**src/rtl/txr_pkg.sv**
```systemverilog
package txr_pkg;

  typedef enum logic [1:0] {
    RES_ACK  = 2'd0,
    RES_NACK = 2'd1,
    RES_LOW  = 2'd2,
    RES_ARB  = 2'd3
  } txr_res_e;

  typedef enum logic [1:0] {
    ST_IDLE = 2'd0,
    ST_WAIT = 2'd1,
    ST_GAP  = 2'd2
  } txr_state_e;

  localparam int unsigned TXR_CNT_W = 4;

  // Clamp a requested length to the buffer size.
  function automatic int unsigned clamp_len(int unsigned v, int unsigned mx);
    return (v > mx) ? mx : v;
  endfunction

  // True when the number of failures so far leaves no attempt to spare.
  function automatic logic tries_used_up(int unsigned fails, int unsigned lim);
    return fails > lim;
  endfunction

endpackage

```
**src/rtl/txr_regfile.sv**
```systemverilog
module txr_regfile #(
  parameter int unsigned FRAME_MAX = 16,
  parameter int unsigned DATA_W    = 8,
  parameter int unsigned LEN_W     = 5,
  parameter int unsigned IDX_W     = 4,
  parameter int unsigned LIM_W     = 3,
  parameter int unsigned LIM_LSB   = 4
) (
  input  logic              clk,
  input  logic              rst_n,
  input  logic              busy,
  input  logic              wr_frame,
  input  logic              wr_len,
  input  logic              wr_retry,
  input  logic [IDX_W-1:0]  wr_idx,
  input  logic [DATA_W-1:0] wr_data,
  input  logic [IDX_W-1:0]  sw_idx,
  input  logic [IDX_W-1:0]  eng_idx,
  output logic [DATA_W-1:0] sw_byte,
  output logic [DATA_W-1:0] eng_byte,
  output logic [LEN_W-1:0]  len_q,
  output logic [LIM_W-1:0]  lim_q,
  output logic              wr_blocked
);

  logic [DATA_W-1:0] mem [FRAME_MAX];
  logic wr_ok;

  assign wr_blocked = busy & (wr_frame | wr_len | wr_retry);
  assign wr_ok      = ~busy;

  always_ff @(posedge clk) begin
    if (!rst_n) begin
      for (int i = 0; i < int'(FRAME_MAX); i++) mem[i] <= '0;
      len_q <= '0;
      lim_q <= '0;
    end else if (wr_ok) begin
      if (wr_frame) mem[wr_idx] <= wr_data;
      if (wr_len)
        len_q <= LEN_W'(txr_pkg::clamp_len(int'(wr_data), FRAME_MAX));
      if (wr_retry) lim_q <= wr_data[LIM_LSB +: LIM_W];
    end
  end

  assign sw_byte  = mem[sw_idx];
  assign eng_byte = mem[eng_idx];

  AST_LOCKED_LEN: assert property (@(posedge clk) disable iff (!rst_n)
    (wr_blocked && wr_len) |=> $stable(len_q));
  AST_LOCKED_LIM: assert property (@(posedge clk) disable iff (!rst_n)
    (wr_blocked && wr_retry) |=> $stable(lim_q));
  AST_LEN_RANGE: assert property (@(posedge clk) disable iff (!rst_n)
    int'(len_q) <= int'(FRAME_MAX));

endmodule

```
**src/rtl/txr_seq.sv**
```systemverilog
module txr_seq #(
  parameter int unsigned LEN_W = 5,
  parameter int unsigned LIM_W = 3
) (
  input  logic             clk,
  input  logic             rst_n,
  input  logic             start_req,
  input  logic [LEN_W-1:0] len_q,
  input  logic [LIM_W-1:0] lim_q,
  input  logic             att_done,
  input  logic [1:0]       att_res,
  output logic             busy,
  output logic             att_req,
  output logic             ev_start,
  output logic             ev_ack,
  output logic             ev_arb,
  output logic             ev_nack,
  output logic             ev_low,
  output logic             ev_timeout
);
  import txr_pkg::*;

  localparam int unsigned FAIL_W = LIM_W + 1;

  txr_state_e        state_q;
  logic [FAIL_W-1:0] fails_q;
  logic [FAIL_W-1:0] fails_nx;
  logic              zero_start;
  logic              take;
  logic              ev_fail;
  logic              used_up;
  txr_res_e          res;

  assign res        = txr_res_e'(att_res);
  assign busy       = (state_q != ST_IDLE);
  assign att_req    = (state_q == ST_WAIT);
  assign ev_start   = start_req & ~busy;
  assign zero_start = ev_start & (len_q == '0);
  assign take       = att_req & att_done;
  assign ev_ack     = take & (res == RES_ACK);
  assign ev_arb     = take & (res == RES_ARB);
  assign ev_nack    = take & (res == RES_NACK);
  assign ev_low     = take & (res == RES_LOW);
  assign ev_fail    = ev_nack | ev_low;
  assign fails_nx   = fails_q + 1'b1;
  assign used_up    = tries_used_up(int'(fails_nx), int'(lim_q));
  assign ev_timeout = zero_start | (ev_fail & used_up);

  always_ff @(posedge clk) begin
    if (!rst_n) begin
      state_q <= ST_IDLE;
      fails_q <= '0;
    end else begin
      unique case (state_q)
        ST_IDLE: begin
          if (ev_start && !zero_start) begin
            state_q <= ST_WAIT;
            fails_q <= '0;
          end
        end
        ST_WAIT: begin
          if (ev_ack || ev_arb) begin
            state_q <= ST_IDLE;
          end else if (ev_fail) begin
            fails_q <= fails_nx;
            state_q <= used_up ? ST_IDLE : ST_GAP;
          end
        end
        ST_GAP:  state_q <= ST_WAIT;
        default: state_q <= ST_IDLE;
      endcase
    end
  end

  AST_ONE_END: assert property (@(posedge clk) disable iff (!rst_n)
    $onehot0({ev_ack, ev_arb, ev_timeout}));
  AST_END_IDLE: assert property (@(posedge clk) disable iff (!rst_n)
    (ev_ack || ev_arb || ev_timeout) |=> !busy && !att_req);
  AST_FAILS_BOUND: assert property (@(posedge clk) disable iff (!rst_n)
    busy |-> (fails_q <= FAIL_W'(lim_q)));
  AST_RETRY_GAP: assert property (@(posedge clk) disable iff (!rst_n)
    (ev_fail && !ev_timeout) |=> !att_req ##1 att_req);
  AST_ZERO_NO_REQ: assert property (@(posedge clk) disable iff (!rst_n)
    zero_start |=> !att_req);

endmodule

```
**src/rtl/txr_fail_cnt.sv**
```systemverilog
module txr_fail_cnt #(
  parameter int unsigned CNT_W = 4
) (
  input  logic             clk,
  input  logic             rst_n,
  input  logic             clr,
  input  logic             inc,
  output logic [CNT_W-1:0] cnt
);

  function automatic logic [CNT_W-1:0] sat_inc(logic [CNT_W-1:0] v);
    return (v == {CNT_W{1'b1}}) ? v : v + 1'b1;
  endfunction

  always_ff @(posedge clk) begin
    if (!rst_n)   cnt <= '0;
    else if (clr) cnt <= '0;
    else if (inc) cnt <= sat_inc(cnt);
  end

  AST_CNT_CLR: assert property (@(posedge clk) disable iff (!rst_n)
    clr |=> (cnt == '0));
  AST_CNT_STEP: assert property (@(posedge clk) disable iff (!rst_n)
    (inc && !clr && cnt != {CNT_W{1'b1}}) |=> (cnt == $past(cnt) + 1'b1));
  AST_CNT_HOLD: assert property (@(posedge clk) disable iff (!rst_n)
    (!inc && !clr) |=> $stable(cnt));

endmodule

```
**src/rtl/txr_irq.sv**
```systemverilog
module txr_irq #(
  parameter int unsigned N = 3
) (
  input  logic         clk,
  input  logic         rst_n,
  input  logic [N-1:0] set,
  input  logic         clr_wr,
  input  logic [N-1:0] clr_mask,
  output logic [N-1:0] irq_q
);

  logic [N-1:0] keep;

  assign keep = clr_wr ? ~clr_mask : {N{1'b1}};

  always_ff @(posedge clk) begin
    if (!rst_n) irq_q <= '0;
    else        irq_q <= (irq_q & keep) | set;
  end

  AST_IRQ_SET: assert property (@(posedge clk) disable iff (!rst_n)
    (|set) |=> ((irq_q & $past(set)) == $past(set)));
  AST_IRQ_CLR: assert property (@(posedge clk) disable iff (!rst_n)
    (clr_wr && set == '0) |=> ((irq_q & $past(clr_mask)) == '0));

endmodule

```
**src/rtl/txr_frame_ctrl.sv**
```systemverilog
module txr_frame_ctrl #(
  parameter int unsigned FRAME_MAX = 16,
  parameter int unsigned DATA_W    = 8,
  parameter int unsigned CNT_W     = txr_pkg::TXR_CNT_W,
  parameter int unsigned LIM_W     = 3,
  parameter int unsigned LIM_LSB   = 4
) (
  input  logic                          clk,
  input  logic                          rst_n,
  input  logic                          reg_wr_en,
  input  logic [$clog2(FRAME_MAX):0]    reg_addr,
  input  logic [DATA_W-1:0]             reg_wr_data,
  output logic [DATA_W-1:0]             reg_rd_data,
  output logic                          att_req,
  output logic [$clog2(FRAME_MAX+1)-1:0] att_len,
  input  logic [$clog2(FRAME_MAX)-1:0]  att_idx,
  output logic [DATA_W-1:0]             att_byte,
  input  logic                          att_done,
  input  logic [1:0]                    att_result,
  output logic                          irq_ready,
  output logic                          irq_arb_lost,
  output logic                          irq_retry_timeout
);

  localparam int unsigned IDX_W   = $clog2(FRAME_MAX);
  localparam int unsigned ADDR_W  = IDX_W + 1;
  localparam int unsigned LEN_W   = $clog2(FRAME_MAX + 1);
  localparam int unsigned N_IRQ   = 3;
  localparam int unsigned N_KIND  = 2;
  localparam logic [ADDR_W-1:0] A_LEN   = ADDR_W'(FRAME_MAX);
  localparam logic [ADDR_W-1:0] A_RETRY = ADDR_W'(FRAME_MAX + 1);
  localparam logic [ADDR_W-1:0] A_EN    = ADDR_W'(FRAME_MAX + 2);
  localparam logic [ADDR_W-1:0] A_IRQ   = ADDR_W'(FRAME_MAX + 3);
  localparam logic [ADDR_W-1:0] A_CNT   = ADDR_W'(FRAME_MAX + 4);

  logic               in_frame;
  logic               wr_frame, wr_len, wr_retry, wr_en_reg, wr_irq;
  logic               start_req;
  logic               busy;
  logic               wr_blocked;
  logic               ev_start, ev_ack, ev_arb, ev_nack, ev_low, ev_timeout;
  logic [DATA_W-1:0]  sw_byte;
  logic [LEN_W-1:0]   len_q;
  logic [LIM_W-1:0]   lim_q;
  logic [N_IRQ-1:0]   irq_q;
  logic [N_KIND-1:0]  kind_inc;
  logic [CNT_W-1:0]   cnts [N_KIND];

  assign in_frame  = (reg_addr < A_LEN);
  assign wr_frame  = reg_wr_en & in_frame;
  assign wr_len    = reg_wr_en & (reg_addr == A_LEN);
  assign wr_retry  = reg_wr_en & (reg_addr == A_RETRY);
  assign wr_en_reg = reg_wr_en & (reg_addr == A_EN);
  assign wr_irq    = reg_wr_en & (reg_addr == A_IRQ);
  assign start_req = wr_en_reg & reg_wr_data[0];

  txr_regfile #(
    .FRAME_MAX(FRAME_MAX), .DATA_W(DATA_W), .LEN_W(LEN_W),
    .IDX_W(IDX_W), .LIM_W(LIM_W), .LIM_LSB(LIM_LSB)
  ) u_regs (
    .clk(clk), .rst_n(rst_n), .busy(busy),
    .wr_frame(wr_frame), .wr_len(wr_len), .wr_retry(wr_retry),
    .wr_idx(reg_addr[IDX_W-1:0]), .wr_data(reg_wr_data),
    .sw_idx(reg_addr[IDX_W-1:0]), .eng_idx(att_idx),
    .sw_byte(sw_byte), .eng_byte(att_byte),
    .len_q(len_q), .lim_q(lim_q), .wr_blocked(wr_blocked)
  );

  txr_seq #(.LEN_W(LEN_W), .LIM_W(LIM_W)) u_seq (
    .clk(clk), .rst_n(rst_n), .start_req(start_req),
    .len_q(len_q), .lim_q(lim_q),
    .att_done(att_done), .att_res(att_result),
    .busy(busy), .att_req(att_req),
    .ev_start(ev_start), .ev_ack(ev_ack), .ev_arb(ev_arb),
    .ev_nack(ev_nack), .ev_low(ev_low), .ev_timeout(ev_timeout)
  );

  // Kind 0 counts not-acknowledged attempts, kind 1 counts low-drive attempts.
  assign kind_inc = {ev_low, ev_nack};

  for (genvar k = 0; k < int'(N_KIND); k++) begin : g_cnt
    txr_fail_cnt #(.CNT_W(CNT_W)) u_cnt (
      .clk(clk), .rst_n(rst_n), .clr(ev_start),
      .inc(kind_inc[k]), .cnt(cnts[k])
    );
  end

  txr_irq #(.N(N_IRQ)) u_irq (
    .clk(clk), .rst_n(rst_n),
    .set({ev_timeout, ev_arb, ev_ack}),
    .clr_wr(wr_irq), .clr_mask(reg_wr_data[N_IRQ-1:0]),
    .irq_q(irq_q)
  );

  assign irq_ready         = irq_q[0];
  assign irq_arb_lost      = irq_q[1];
  assign irq_retry_timeout = irq_q[2];
  assign att_len           = len_q;

  always_comb begin
    reg_rd_data = '0;
    if (in_frame)                 reg_rd_data = sw_byte;
    else if (reg_addr == A_LEN)   reg_rd_data = DATA_W'(len_q);
    else if (reg_addr == A_RETRY) reg_rd_data = DATA_W'({lim_q, {LIM_LSB{1'b0}}});
    else if (reg_addr == A_EN)    reg_rd_data = DATA_W'(busy);
    else if (reg_addr == A_IRQ)   reg_rd_data = DATA_W'(irq_q);
    else if (reg_addr == A_CNT)   reg_rd_data = DATA_W'({cnts[1], cnts[0]});
  end

  AST_ARB_NO_COUNT: assert property (@(posedge clk) disable iff (!rst_n)
    ev_arb |=> ($stable(cnts[0]) && $stable(cnts[1])));
  AST_BUSY_NO_START: assert property (@(posedge clk) disable iff (!rst_n)
    (busy && start_req) |-> !ev_start);
  AST_ONE_KIND: assert property (@(posedge clk) disable iff (!rst_n)
    $onehot0(kind_inc));
  AST_BLOCKED_BUSY: assert property (@(posedge clk) disable iff (!rst_n)
    wr_blocked |-> busy);

endmodule

```
**config.mk**
```make
export PLATFORM = sky130hd
export DESIGN_NAME = txr_frame_ctrl
export DESIGN_NICKNAME = d
export VERILOG_FILES = /design/src/rtl/txr_pkg.sv /design/src/rtl/txr_regfile.sv /design/src/rtl/txr_seq.sv /design/src/rtl/txr_fail_cnt.sv /design/src/rtl/txr_irq.sv /design/src/rtl/txr_frame_ctrl.sv
export SDC_FILE = /design/constraint.sdc
export NUM_CORES = 1
export LEC_CHECK = 0
export ABC_AREA = 1
export BUFFER_PORTS_ARGS = -buffer_cell sky130_fd_sc_hd__buf_2
export CORE_ASPECT_RATIO = 0.5
export CORE_UTILIZATION = 56
export DETAILED_ROUTE_END_ITERATION = 10
export PLACE_DENSITY_LB_ADDON = 0.12
export SLEW_MARGIN = 10
export SYNTH_ARGS = -nofsm -noshare
export SYNTH_HDL_FRONTEND = slang
export SYNTH_SLANG_ARGS = --single-unit
export TNS_END_PERCENT = 50
```
**constraint.sdc**
```tcl
create_clock -name clk -period 1.6 [get_ports clk]
set_input_delay 0.08 -clock clk [delete_from_list [all_inputs] [get_ports clk]]
set_output_delay 0.08 -clock clk [all_outputs]
set_load 0.01 [all_outputs]
```
==> results.md <==
* Pin count of the biggest net entering global routing at 45
* Vias in the first global route at approximately 8k
* Max incr delay on CP at around 0.44 ns
* Max FO, Critical Path at 2
* Core area at 14900 um2
* Root Driver: clkbuf_16
* Die area at around 16000 um2
* Seq/Total Area, Yosys at between 40% and 50%
* DR vias/cell at 5.92
* HP Class: in -> reg
* XOR/XNOR Fraction of Synth Area at less than 1%
* Max-Cap Viols at 0
* Kind of critical path: reg -> out
* Post-Syn Instances at 1166
* Violated checks: negative setup slack
* Clock share of power at between 40% and 50%
* Diodes inserted at 0
* M1 GR Usage at 50.2%
* Slowest CP cell: edfxtp_1
* Placed cells at between 1k and 1.5k
* Hold Startpoint: reg_wr_en
* Final Max Slew Viols at 0
* Mux share of post-synthesis cell area at less than 1%
* Switch share at ~27%
* DR pass1 iterations at 6
* Area grow syn2layout at 28.0%
* # fillers at between 1k and 1.5k
* Clock Latency Late Sink at around 0.44 ns
* Crit path time final at approximately 1.8 ns
* LEAKAGE at 4.96 nW
* Most frequent cells in the layout: 350 x nand2_1, 128 x edfxtp_1, 123 x nor2_1, 88 x inv_1, 60 x nand3_1
* CTS tree: built
* Normalized max-slew margin at between 40% and 50%
* Status: finished with violations
* Critical Path RT at ~1.5 ns
* Most used cell, CP: nand2_1
* Commonest non-fill, non-tap cell in the layout: nand2_1
* Clk buf depth at 2
* Chip Height at approximately 90 um
* Synth async-reset ratio at 0%
* WP buf/inv at 1
* Final setup fails at ~170
* Proportion of layout cells with a drive suffix above 1 at 25.6%
* Antenna violations before repair at 0
* Nets at around 1.3k
* Clock sinks at roughly 150
* DRT Wirelength at approximately 29000 um
* Reg2reg end: u_regs.mem[9][4]$_SDFFCE_PN0P_
* Post-Syn Area at slightly below 9000 um2
* Worst Max-Slew Pin Slew at between 0.7 and 0.8 ns
* Post-Synth Adder-Cell Area at less than 1%
* Period utilization at 114%
* Port bufs at between 40 and 50
* CP startpoint kind: flop
* Number of synthesized flops with an enable pin at around 130
* Reg-to-reg slack, setup at -0.13 ns
* Leading post-synthesis cells by cell area: edfxtp_1 44%, nand2_1 17%, nor2_1 7.1%, dfxtp_1 5.7%, nand3_1 4.5%
* Seq. cell area at approximately 4300 um2
* Synth warnings at 0
* Final Non-Filler Cells at 1474
* Num CTS Buffers at 17
* Peak VDD IR at between 0.6 and 0.7 mV
* Setup TNS at -10.55 ns
* Total global routing track utilization at a little over a third
* Synth Area per Inst at about 7.5 um2
* Top FF cell, synth: edfxtp_1
* Crit end category: primary output
* Mapped Nets at 1195
* DRT iter0 DRCs at around 1.2k
* Largest family of logic cells by synthesized area: simple AND/OR/NAND/NOR gates
* Achievable frequency at between 500 and 600 MHz
* PwrDens at around 890 nW/um2
* Final Hold Viols at 0
* Psw at about 0.0027 W
* Post-Route Utilization at 75.4%
* DRC viols at 0
* M3 GR Usage at 7.62%
* Reg2reg start: u_seq.state_q[1]$_SDFFE_PN0P_
* Final ANT Viol Nets at 0
* Crit path setup slack, layout at -0.230 ns
* Hold Path Stages at 4
* Hpwl dp at roughly 20000 um
* Final Skew at about 0.017 ns
* Yosys top cell area share at 43.9%
* Hold worst-path end: u_irq.irq_q[0]$_SDFF_PN0_
* Worst r2r path cells at 8
* Clock slew at reported path FFs at 0.07 ns
* CP delay by family, top: simple AND/OR/NAND/NOR gates
* Worst EP arrival at ~1.8 ns
* Die extent in x at roughly 180 um
* Flops & latches, synth at roughly 150
* Leading area contributor after synthesis: edfxtp_1
* Seq pwr share at a little under half
* CTS HTree Levels at 4
* P_int at slightly above 0.007 W
* Grt met2 use at 53.0%
* Initial core utilization at about 60%
* Multi-input gate area at 4430 um2
* Num rows at 31
* Logic pwr share at a little over an eighth
* Total grt overflow at 0
* CP Cell Sequence: nand2_1 -> nand2_1 -> nand2_1 -> nand2_2 -> nand2_2 -> nand2_2 -> o21ai_2 -> nand2_1 -> buf_2
* Worst slack at placement at -0.0573 ns
* RSZ-0062 raised after global routing: true
* Synth Area in Compound Gates at under 10%
* First-pass GRT wire length at approximately 42000 um
* Cell variety after synth at 31
* Gp weighted congestion at between 0.9 and 1
* Layer with the highest usage: met2
* IO Count at 48
* Synth Area in Simple Gates at 31.8%
* Detailed-route via count at 8730
* Avg WL per Cell at about 19 um
## power by group through the flow
stage,clock [W],sequential (W),combinational [W]
3_5_place_dp,0,0.00457,0.00114
3_3_place_gp,0,0.00457,0.00112
5_1_grt,0.00420,0.00450,0.00144
6_report,0.00407,0.00450,0.00136
2_1_floorplan,0,0.00455,0.000675
4_1_cts,0.00405,0.00449,0.00122
## worst reg2reg max path, cell delays in order (launching register included)
cell and delay [ns]:
dfxtp_2 0.34, nor2_4 0.11, nand2_2 0.08, inv_4 0.07
nand3_4 0.15, nor3_4 0.29, buf_12 0.17, nand2_2 0.09
nand2_4 0.14
## stage by stage
step | hold slack, ns | power (W) | area, um2
CTS | 0.0979 | 0.00976 | 10700
detailed placement | 0.365 | 0.00571 | 9750
global placement | 0.357 | 0.00569 | 9750
finish | 0.0975 | 0.00993 | 11200
global route | 0.131 | 0.0101 | 11200
floorplan | 0.222 | 0.00522 | 8810
## per-layer routing
layer	vias to the layer above	share of wire [%]
li1	3980	-
met1	4093	41
met4	0	2.1
met3	56	12
met2	601	45
met5	-	0
## final cells by class
cell class,count,area share (%)
Multi-Input combinational cell,848,39.6
Sequential cell,153,38.8
Timing Repair Buffer,139,10.6
Clock buffer,23,4.72
Inverter,104,3.51
Tap cell,198,2.21
Clock inverter,9,0.647
## synth_stat cells (2+ instances only)
| cell | n |
|---|---|
| inv_1 | 93 |
| nand3_1 | 78 |
| o21ai_0 | 63 |
| buf_2 | 19 |
| nor2_2 | 5 |
| nor2_1 | 165 |
| inv_2 | 2 |
| dfxtp_1 | 25 |
| nand2_2 | 12 |
| nor3_4 | 3 |
| edfxtp_1 | 128 |
| buf_1 | 2 |
| nor3_1 | 4 |
| nand4_1 | 2 |
| o211ai_1 | 30 |
| xor2_1 | 3 |
| a21oi_1 | 61 |
| clkbuf_1 | 37 |
| nand3b_1 | 2 |
| buf_4 | 2 |
| nand2_1 | 407 |
| ha_1 | 6 |
| clkinv_1 | 9 |
## state kept, by name, indices dropped and copies added (netlist names)
register         cells
u_seq.fails_q        4
g_cnt.u_cnt.cnt      8
u_regs.lim_q         3
u_irq.irq_q          3
u_regs.len_q         5
u_regs.mem         128
u_seq.state_q        2
## how the worst max path moves through the flow
stage                                        start  depth (start not counted)                              to
floorplan            u_seq.state_q[0]$_SDFFE_PN0P_                          7  u_regs.mem[0][0]$_SDFFCE_PN0P_
global placement     u_seq.state_q[0]$_SDFFE_PN0P_                          7  u_regs.mem[7][1]$_SDFFCE_PN0P_
detailed placement   u_seq.state_q[0]$_SDFFE_PN0P_                          7  u_regs.mem[7][2]$_SDFFCE_PN0P_
CTS                 u_regs.mem[9][6]$_SDFFCE_PN0P_                          9                  reg_rd_data[6]
global route        u_regs.mem[1][7]$_SDFFCE_PN0P_                         10                  reg_rd_data[7]
finish              u_regs.mem[9][6]$_SDFFCE_PN0P_                          9                  reg_rd_data[6]
## kinds of logic after synthesis
logic type	after synthesis
adders and majority gates	6
buffers and inverters	165
AOI/OAI and AO/OA	156
DFF	153
xor gates and xnor gates	3
muxes	1
and+or+nand+nor	682
## what timing repair did
action	4_1_cts	5_1_grt
setup buffers	1	6
hold buffers	8	0
gates resized for setup	75	138
setup endpoints to repair	157	235
pin swaps	54	42
hold endpoints to repair	8	0
cloned	0	0
Note: power is estimated with default switching activity, not from simulation.
